<file path="src/rtl/dram_gate_pkg.sv">
package dram_gate_pkg;

    typedef enum logic [2:0] {
        CMD_NOP = 3'd0,
        CMD_ACT = 3'd1,
        CMD_RD  = 3'd2,
        CMD_WR  = 3'd3,
        CMD_PRE = 3'd4,
        CMD_REF = 3'd5,
        CMD_MRS = 3'd6,
        CMD_BST = 3'd7
    } req_cmd_e;

    typedef struct packed {
        logic cs_n;
        logic ras_n;
        logic cas_n;
        logic we_n;
    } pin_cmd_t;

    localparam pin_cmd_t PINS_NOP = 4'b0111;

    function automatic pin_cmd_t encode_cmd(req_cmd_e c);
        pin_cmd_t p;
        case (c)
            CMD_MRS: p = 4'b0000;
            CMD_REF: p = 4'b0001;
            CMD_ACT: p = 4'b0011;
            CMD_RD:  p = 4'b0101;
            CMD_WR:  p = 4'b0100;
            CMD_PRE: p = 4'b0010;
            CMD_BST: p = 4'b0110;
            default: p = PINS_NOP;
        endcase
        return p;
    endfunction

    function automatic int imax(int a, int b);
        return (a > b) ? a : b;
    endfunction

endpackage

</file>
<file path="src/rtl/dram_bank_timer.sv">
module dram_bank_timer #(
    parameter int T_RCD  = 3,
    parameter int T_RP   = 3,
    parameter int T_RAS  = 6,
    parameter int T_RC   = 10,
    parameter int T_WREC = 5,
    parameter int CW     = 4
) (
    input  logic clk,
    input  logic rst_n,
    input  logic act_i,
    input  logic wr_i,
    input  logic close_i,
    output logic open_o,
    output logic act_ok_o,
    output logic col_ok_o,
    output logic pre_ok_o,
    output logic rp_done_o
);

    typedef struct packed {
        logic          open;
        logic [CW-1:0] rcd;
        logic [CW-1:0] rp;
        logic [CW-1:0] ras;
        logic [CW-1:0] rc;
        logic [CW-1:0] wrec;
    } bank_st_t;

    bank_st_t st_q, st_d;

    function automatic logic [CW-1:0] step_down(logic [CW-1:0] v);
        return (v != '0) ? v - 1'b1 : v;
    endfunction

    always_comb begin
        st_d      = st_q;
        st_d.rcd  = step_down(st_q.rcd);
        st_d.rp   = step_down(st_q.rp);
        st_d.ras  = step_down(st_q.ras);
        st_d.rc   = step_down(st_q.rc);
        st_d.wrec = step_down(st_q.wrec);
        if (act_i) begin
            st_d.open = 1'b1;
            st_d.rcd  = CW'(T_RCD - 1);
            st_d.ras  = CW'(T_RAS - 1);
            st_d.rc   = CW'(T_RC - 1);
        end
        if (wr_i) begin
            st_d.wrec = CW'(T_WREC - 1);
        end
        if (close_i) begin
            st_d.open = 1'b0;
            st_d.rp   = CW'(T_RP - 1);
        end
    end

    always_ff @(posedge clk or negedge rst_n) begin
        if (!rst_n) st_q <= '0;
        else        st_q <= st_d;
    end

    assign open_o    = st_q.open;
    assign act_ok_o  = !st_q.open && (st_q.rp == '0) && (st_q.rc == '0);
    assign col_ok_o  = st_q.open && (st_q.rcd == '0);
    assign pre_ok_o  = (st_q.ras == '0) && (st_q.wrec == '0);
    assign rp_done_o = (st_q.rp == '0);

    p_act_needs_idle_r3: assert property (@(posedge clk) disable iff (!rst_n)
        act_i |-> !st_q.open);

    p_write_after_rcd_r4: assert property (@(posedge clk) disable iff (!rst_n)
        wr_i |-> (st_q.open && st_q.rcd == '0));

    p_act_after_rp_rc_r5: assert property (@(posedge clk) disable iff (!rst_n)
        act_i |-> (st_q.rp == '0 && st_q.rc == '0));

    p_close_idles_r5: assert property (@(posedge clk) disable iff (!rst_n)
        close_i |=> !open_o);

endmodule

</file>
<file path="src/rtl/dram_pin_drive.sv">
module dram_pin_drive
    import dram_gate_pkg::*;
(
    input  logic     clk,
    input  logic     rst_n,
    input  logic     fire_i,
    input  req_cmd_e cmd_i,
    input  logic     ap_i,
    input  logic     bank_i,
    output pin_cmd_t pins_o,
    output logic     a10_o,
    output logic     ba_o
);

    typedef struct packed {
        pin_cmd_t pins;
        logic     a10;
        logic     ba;
    } pin_st_t;

    pin_st_t out_q, out_d;

    always_comb begin
        out_d.pins = PINS_NOP;
        out_d.a10  = 1'b0;
        out_d.ba   = 1'b0;
        if (fire_i) begin
            out_d.pins = encode_cmd(cmd_i);
            case (cmd_i)
                CMD_ACT: out_d.ba = bank_i;
                CMD_RD, CMD_WR: begin
                    out_d.a10 = ap_i;
                    out_d.ba  = bank_i;
                end
                CMD_PRE: begin
                    out_d.a10 = ap_i;
                    out_d.ba  = ap_i ? 1'b0 : bank_i;
                end
                default: ;
            endcase
        end
    end

    always_ff @(posedge clk or negedge rst_n) begin
        if (!rst_n) out_q <= '{pins: PINS_NOP, a10: 1'b0, ba: 1'b0};
        else        out_q <= out_d;
    end

    assign pins_o = out_q.pins;
    assign a10_o  = out_q.a10;
    assign ba_o   = out_q.ba;

    p_idle_drives_nop_r1: assert property (@(posedge clk) disable iff (!rst_n)
        !fire_i |=> (pins_o == PINS_NOP));

    p_prech_all_a10_r2: assert property (@(posedge clk) disable iff (!rst_n)
        (fire_i && cmd_i == CMD_PRE && ap_i) |=> (a10_o && !ba_o));

endmodule

</file>
<file path="src/rtl/dram_cmd_gate.sv">
module dram_cmd_gate
    import dram_gate_pkg::*;
#(
    parameter int T_RCD     = 3,
    parameter int T_RP      = 3,
    parameter int T_RAS     = 6,
    parameter int T_RC      = 10,
    parameter int T_RRD     = 2,
    parameter int T_WR      = 2,
    parameter int T_CDL     = 1,
    parameter int T_MRD     = 2,
    parameter int BURST_LEN = 4
) (
    input  logic       clk,
    input  logic       rst_n,
    input  logic       req_valid,
    input  logic [2:0] req_cmd,
    input  logic       req_bank,
    input  logic       req_ap,
    output logic       req_grant,
    output logic       req_stall,
    output logic       req_illegal,
    output logic       dram_cs_n,
    output logic       dram_ras_n,
    output logic       dram_cas_n,
    output logic       dram_we_n,
    output logic       dram_a10,
    output logic       dram_ba
);

    localparam int NB       = 2;
    localparam int T_WREC   = BURST_LEN + T_WR - 1;
    localparam int T_RAW    = BURST_LEN + T_CDL - 1;
    localparam int T_AP_RD  = BURST_LEN;
    localparam int T_AP_WR  = T_WREC;
    localparam int MAXT     = imax(imax(imax(T_RC, T_RAS), imax(T_WREC, T_RAW)),
                                   imax(imax(T_MRD, T_RRD), imax(T_RCD, T_RP)));
    localparam int CW       = $clog2(MAXT + 1);

    typedef struct packed {
        logic [CW-1:0] rrd;
        logic [CW-1:0] busy;
        logic [CW-1:0] raw;
        logic [CW-1:0] rd;
        logic [CW-1:0] ap;
        logic          rd_bank;
        logic          ap_pend;
        logic          ap_bank;
    } gbl_t;

    gbl_t g_q, g_d;

    logic [NB-1:0] b_open, b_act_ok, b_col_ok, b_pre_ok, b_rp_done;
    logic [NB-1:0] act_v, wr_v, close_v;
    req_cmd_e      cmd;
    logic          illegal_c, ready_c, grant_c, ap_fire;
    pin_cmd_t      pins;

    function automatic logic [CW-1:0] step_down(logic [CW-1:0] v);
        return (v != '0) ? v - 1'b1 : v;
    endfunction

    for (genvar i = 0; i < NB; i++) begin : g_bank
        dram_bank_timer #(
            .T_RCD (T_RCD),
            .T_RP  (T_RP),
            .T_RAS (T_RAS),
            .T_RC  (T_RC),
            .T_WREC(T_WREC),
            .CW    (CW)
        ) u_bank (
            .clk      (clk),
            .rst_n    (rst_n),
            .act_i    (act_v[i]),
            .wr_i     (wr_v[i]),
            .close_i  (close_v[i]),
            .open_o   (b_open[i]),
            .act_ok_o (b_act_ok[i]),
            .col_ok_o (b_col_ok[i]),
            .pre_ok_o (b_pre_ok[i]),
            .rp_done_o(b_rp_done[i])
        );
    end

    always_comb begin
        cmd       = req_cmd_e'(req_cmd);
        ap_fire   = g_q.ap_pend && (g_q.ap == '0);
        illegal_c = 1'b0;
        ready_c   = 1'b0;

        case (cmd)
            CMD_ACT: begin
                illegal_c = b_open[req_bank] && !(g_q.ap_pend && g_q.ap_bank == req_bank);
                ready_c   = b_act_ok[req_bank] && (g_q.rrd == '0);
            end
            CMD_RD: begin
                illegal_c = !b_open[req_bank];
                ready_c   = b_col_ok[req_bank] && !g_q.ap_pend && (g_q.raw == '0);
            end
            CMD_WR: begin
                illegal_c = !b_open[req_bank];
                ready_c   = b_col_ok[req_bank] && !g_q.ap_pend;
            end
            CMD_PRE: begin
                if (req_ap) begin
                    ready_c = !g_q.ap_pend && (&(~b_open | b_pre_ok));
                end else begin
                    ready_c = !b_open[req_bank] ||
                              (b_pre_ok[req_bank] &&
                               !(g_q.ap_pend && g_q.ap_bank == req_bank) &&
                               !(g_q.rd != '0 && g_q.rd_bank != req_bank));
                end
            end
            CMD_REF, CMD_MRS: begin
                illegal_c = |b_open;
                ready_c   = &b_rp_done;
            end
            CMD_BST: ready_c = !g_q.ap_pend;
            default: ready_c = 1'b1;
        endcase

        ready_c     = ready_c && (g_q.busy == '0);
        grant_c     = req_valid && !illegal_c && ready_c;
        req_grant   = grant_c;
        req_stall   = req_valid && !illegal_c && !ready_c;
        req_illegal = req_valid && illegal_c;

        for (int i = 0; i < NB; i++) begin
            act_v[i]   = grant_c && (cmd == CMD_ACT) && (req_bank == 1'(i));
            wr_v[i]    = grant_c && (cmd == CMD_WR) && (req_bank == 1'(i));
            close_v[i] = b_open[i] &&
                         ((grant_c && (cmd == CMD_PRE) && (req_ap || req_bank == 1'(i))) ||
                          (ap_fire && g_q.ap_bank == 1'(i)));
        end

        g_d      = g_q;
        g_d.rrd  = step_down(g_q.rrd);
        g_d.busy = step_down(g_q.busy);
        g_d.raw  = step_down(g_q.raw);
        g_d.rd   = step_down(g_q.rd);
        g_d.ap   = step_down(g_q.ap);
        if (ap_fire) g_d.ap_pend = 1'b0;

        if (grant_c) begin
            case (cmd)
                CMD_ACT: g_d.rrd  = CW'(T_RRD - 1);
                CMD_MRS: g_d.busy = CW'(T_MRD - 1);
                CMD_REF: g_d.busy = CW'(T_RC - 1);
                CMD_BST: g_d.rd   = '0;
                CMD_RD: begin
                    g_d.rd      = CW'(BURST_LEN - 1);
                    g_d.rd_bank = req_bank;
                end
                CMD_WR: begin
                    g_d.raw = CW'(T_RAW - 1);
                    g_d.rd  = '0;
                end
                default: ;
            endcase
            if ((cmd == CMD_RD || cmd == CMD_WR) && req_ap) begin
                g_d.ap_pend = 1'b1;
                g_d.ap_bank = req_bank;
                g_d.ap      = (cmd == CMD_RD) ? CW'(T_AP_RD - 1) : CW'(T_AP_WR - 1);
            end
        end
    end

    always_ff @(posedge clk or negedge rst_n) begin
        if (!rst_n) g_q <= '0;
        else        g_q <= g_d;
    end

    dram_pin_drive u_pins (
        .clk   (clk),
        .rst_n (rst_n),
        .fire_i(grant_c),
        .cmd_i (cmd),
        .ap_i  (req_ap),
        .bank_i(req_bank),
        .pins_o(pins),
        .a10_o (dram_a10),
        .ba_o  (dram_ba)
    );

    assign dram_cs_n  = pins.cs_n;
    assign dram_ras_n = pins.ras_n;
    assign dram_cas_n = pins.cas_n;
    assign dram_we_n  = pins.we_n;

    p_one_reply_r11: assert property (@(posedge clk) disable iff (!rst_n)
        req_valid |-> $onehot({req_grant, req_stall, req_illegal}));

    p_no_reply_r11: assert property (@(posedge clk) disable iff (!rst_n)
        !req_valid |-> !(req_grant || req_stall || req_illegal));

    p_ap_holds_col_r9: assert property (@(posedge clk) disable iff (!rst_n)
        (g_q.ap_pend && req_valid && (req_cmd == CMD_RD || req_cmd == CMD_WR)) |-> !req_grant);

    p_rd_burst_pre_bank_r10: assert property (@(posedge clk) disable iff (!rst_n)
        (req_grant && req_cmd == CMD_PRE && !req_ap && g_q.rd != '0 && b_open[req_bank])
            |-> (req_bank == g_q.rd_bank));

    if (T_MRD >= 2) begin : g_mrd_chk
        p_mrs_lockout_r8: assert property (@(posedge clk) disable iff (!rst_n)
            (req_grant && req_cmd == CMD_MRS) |=> !req_grant);
    end

    if (T_RRD >= 2) begin : g_rrd_chk
        p_act_spacing_r6: assert property (@(posedge clk) disable iff (!rst_n)
            (req_grant && req_cmd == CMD_ACT) |=> !(req_grant && req_cmd == CMD_ACT));
    end

endmodule

</file>
<file path="config.mk">
export PLATFORM = sky130hd
export DESIGN_NAME = dram_cmd_gate
export DESIGN_NICKNAME = d
export VERILOG_FILES = /design/src/rtl/dram_gate_pkg.sv /design/src/rtl/dram_bank_timer.sv /design/src/rtl/dram_pin_drive.sv /design/src/rtl/dram_cmd_gate.sv
export SDC_FILE = /design/constraint.sdc
export NUM_CORES = 1
export LEC_CHECK = 0
export BUFFER_PORTS_ARGS = -buffer_cell sky130_fd_sc_hd__buf_2
export CAP_MARGIN = 20
export CORE_ASPECT_RATIO = 1.75
export CORE_MARGIN = 2
export CORE_UTILIZATION = 56
export DETAILED_ROUTE_END_ITERATION = 10
export PLACE_DENSITY = 0.77
export SYNTH_ARGS = -nofsm -noshare
export SYNTH_HDL_FRONTEND = slang
export SYNTH_SLANG_ARGS = --single-unit
</file>
<file path="constraint.sdc">
create_clock -name clk -period 2.5 [get_ports clk]
set_input_delay 0 -clock clk [delete_from_list [all_inputs] [get_ports clk]]
set_output_delay 0 -clock clk [all_outputs]
set_load 0.02 [all_outputs]
</file>
==> reports/qor.csv <==
metric,value,unit
r2r_cells,12,
min_to,u_pins.ba_o$_DFF_PN0_,
finClkSkew,0.00770,ns
die_w,67.8,um
wirelength,9380,um
avgViaCountPerCell,5.83,
fin_setup_tns,-0.598,ns
reg2reg_from,g_bank[0].u_bank.st_q[13]$_DFFE_PN0P_,
power,5.97,mW
drv_slew,0,
drive_gt1_share,22.9,%
tightest_slew,0.759,ns
rr_endpoint,g_bank[0].u_bank.st_q[16]$_DFFE_PN0P_,
overflow,0,
synth_edf_count,0,
drtIter0Drc,197,
grt_pass1_vias,3311,
final_nets,502,
multi_input_area,0.00218,sq mm
core,0.00691,sq mm
insertedDiodeCount,0,
path_class,reg2reg,
synthToLayoutAreaGrowth,22.4,%
arrival,2.77,ns
hold_start,req_bank,
yosysWarnings,0,
initial_core_util,57.7,%
netlist_instances,419,
regToRegSetupSlack,-0.04,ns
slew_headroom,49.4,%
syn_area_per_cell,9.51,sq um
hold_ws,0.0723,ns
setup_viol,21,
violations,negative setup slack,
final_cell_mix,"67 x dfrtp_1, 37 x nand2_1, 36 x inv_1",
rsz0062_at_grt,yes,
hold_depth,2,
clock_path_buffers,2,
outcome,"finished, violations left",
clk_pin_slew_worst_paths,0.05,ns
grt_pass1_wl,14800,um
vias,3272,
holdCritPathClass,in2reg,
power.leakage,2.30,nW
synth_largest_area_cell,dfrtp_1,
critPathMaxFanout,6,
layout_commonest_cell,dfrtp_1,
postRouteAntennaNets,0,
crit_required,2.72,ns
ys_ff_latch,70,
clock_sinks,70,
synthArstFlopShare,100,%
synth-seq-area-share,44.0,%
synthesis.nets,449,
fin_cells,561,
maxCapViolCount,0,
cts_tree,yes,
yosys_most_used_dff,dfrtp_1,
route.detailed.drc,0,
seq_area,0.00176,sq mm
drt-wirelength-per-cell,16.7,um
worst_slack,-0.0447,ns
numCtsBuffers,9,
fillCellCount,502,
firstDrtPassIters,4,
max_freq,393,MHz
die_y,116,um
period_needed,2.54,ns
grtUsageTotal,25.7,%
synthDistinctLibCells,57,
place.gp.congestion,0.938,
dpl.hpwl,6400,um
clockRootBuffer,clkbuf_16,
powerDensity,1220,mW/mm^2
ir_drop,784,uV
start_kind,register,
io_pins,17,
cts_max_level,3,
hold_viol,0,
portBuffers,15,
clk_latency,0.33,ns
synthTopCellsByArea,"dfrtp_1 42%, ha_1 6.9%, xnor2_1 4.2%",
synth_top_area_share,42.1,%
fin_crit_sh,102,%
grt_max_degree,40,
dp_cells,535,
synth_area,0.00399,sq mm
grt_antenna_before_repair,0,
rows,40,
critPathCaptureType,register,
die_area,0.00784,sq mm
power by group:
part	internal [mW]	switching (mW)
logic	1.37	1.40
clock network	0.695	0.440
registers	1.67	0.397
total	3.73	2.24
cell families (layout without fill, tap and decap cells):
| group | after synthesis | in the layout | share of synthesized area [%] |
|---|---|---|---|
| XOR/XNOR | 22 | 22 | 4.83 |
| AO/OA/AOI/OAI | 78 | 78 | 12.8 |
| other | 1 | 1 | 0.0941 |
| AND/OR/NAND/NOR | 163 | 163 | 22.8 |
| buffers and inverters | 53 | 111 | 5.68 |
| adder cells (fa/ha/maj) | 22 | 22 | 6.91 |
| flip-flops | 70 | 70 | 44.0 |
| multiplexers | 10 | 10 | 2.76 |
registers in the layout, summed over array words and instances, names as in the netlist:
| signal | flops |
|---|---|
| u_pins.pins_o | 3 |
| g_bank.u_bank.open_o | 2 |
| u_pins.ba_o | 1 |
| g_q | 23 |
| u_pins.a10_o | 1 |
| g_bank.u_bank.st_q | 40 |
cell type report:
| class | instances | area share, % |
|---|---|---|
| multi-input combinational | 296 | 44.6 |
| inverter | 38 | 2.92 |
| clock buffer | 14 | 5.20 |
| tap | 84 | 2.15 |
| sequential | 70 | 36.0 |
| clock inverter | 2 | 0.205 |
| timing repair buffer | 57 | 8.95 |
metrics by stage:
step	utilization [%]	setup WS (ns)	area, sq um
after floorplan	-	0.0754	3990
after global placement	62.8	0.0373	4340
after detailed placement	62.8	-0.0649	4340
after CTS	67.9	0.00633	4690
after global routing	70.7	-0.177	4880
final	70.7	-0.0447	4880
metal layers:
| metal | wire length [um] | vias to the layer above | GRT usage [%] |
|---|---|---|---|
| li1 | - | 1552 | - |
| met1 | 3540 | 1611 | 28.3 |
| met2 | 5060 | 82 | 45.4 |
| met3 | 369 | 27 | 6.12 |
| met4 | 408 | 0 | 12.0 |
| met5 | 0 | - | 0 |
repair_timing:
| action | in CTS | in global routing |
|---|---|---|
| gates resized for setup | 13 | 29 |
| setup endpoints to repair | 15 | 55 |
| endpoints found under the hold margin | 33 | 0 |
| pin swaps | 2 | 7 |
| hold buffers | 2 | 0 |
| buffers inserted | 2 | 7 |
synthesized netlist by cell type (all sizes together) (5+ instances only):
cell	count
o21ai	13
nand3b	7
a21oi	30
nor2	33
or3	12
dfrtp	67
nand2b	12
nor3b	14
nand2	37
xnor2	19
a31oi	9
ha	22
mux2	5
buf	11
inv	38
nand3	13
mux2i	5
nor3	17
worst max path at each step:
stage / startpoint / endpoint / slack [ns] / cells after the start
after floorplan: g_bank[1].u_bank.st_q[12]$_DFFE_PN0P_ / g_q[2]$_DFFE_PN0P_ / 0.08 / 11
after global placement: g_bank[0].u_bank.st_q[9]$_DFFE_PN0P_ / g_q[2]$_DFFE_PN0P_ / 0.04 / 10
after detailed placement: g_bank[0].u_bank.st_q[4]$_DFFE_PN0P_ / g_bank[1].u_bank.st_q[11]$_DFFE_PN0P_ / -0.06 / 10
after CTS: g_bank[0].u_bank.st_q[13]$_DFFE_PN0P_ / g_bank[1].u_bank.open_o$_DFFE_PN0P_ / 0.006 / 11
after global routing: g_bank[0].u_bank.st_q[0]$_DFFE_PN0P_ / g_bank[0].u_bank.st_q[5]$_DFFE_PN0P_ / -0.18 / 11
final: g_bank[0].u_bank.st_q[13]$_DFFE_PN0P_ / g_bank[0].u_bank.st_q[16]$_DFFE_PN0P_ / -0.04 / 12
worst max-delay path, stage by stage, from the launching register on:
cell     delay, ns
dfrtp_1       0.40
inv_2         0.09
ha_4          0.12
or3b_4        0.41
buf_6         0.14
o31ai_4       0.16
and3_4        0.22
nor4_4        0.06
o22ai_4       0.24
buf_6         0.17
nor4b_4       0.20
buf_6         0.18
nor2_1        0.05
No activity file was read; power rests on OpenSTA's default activity.
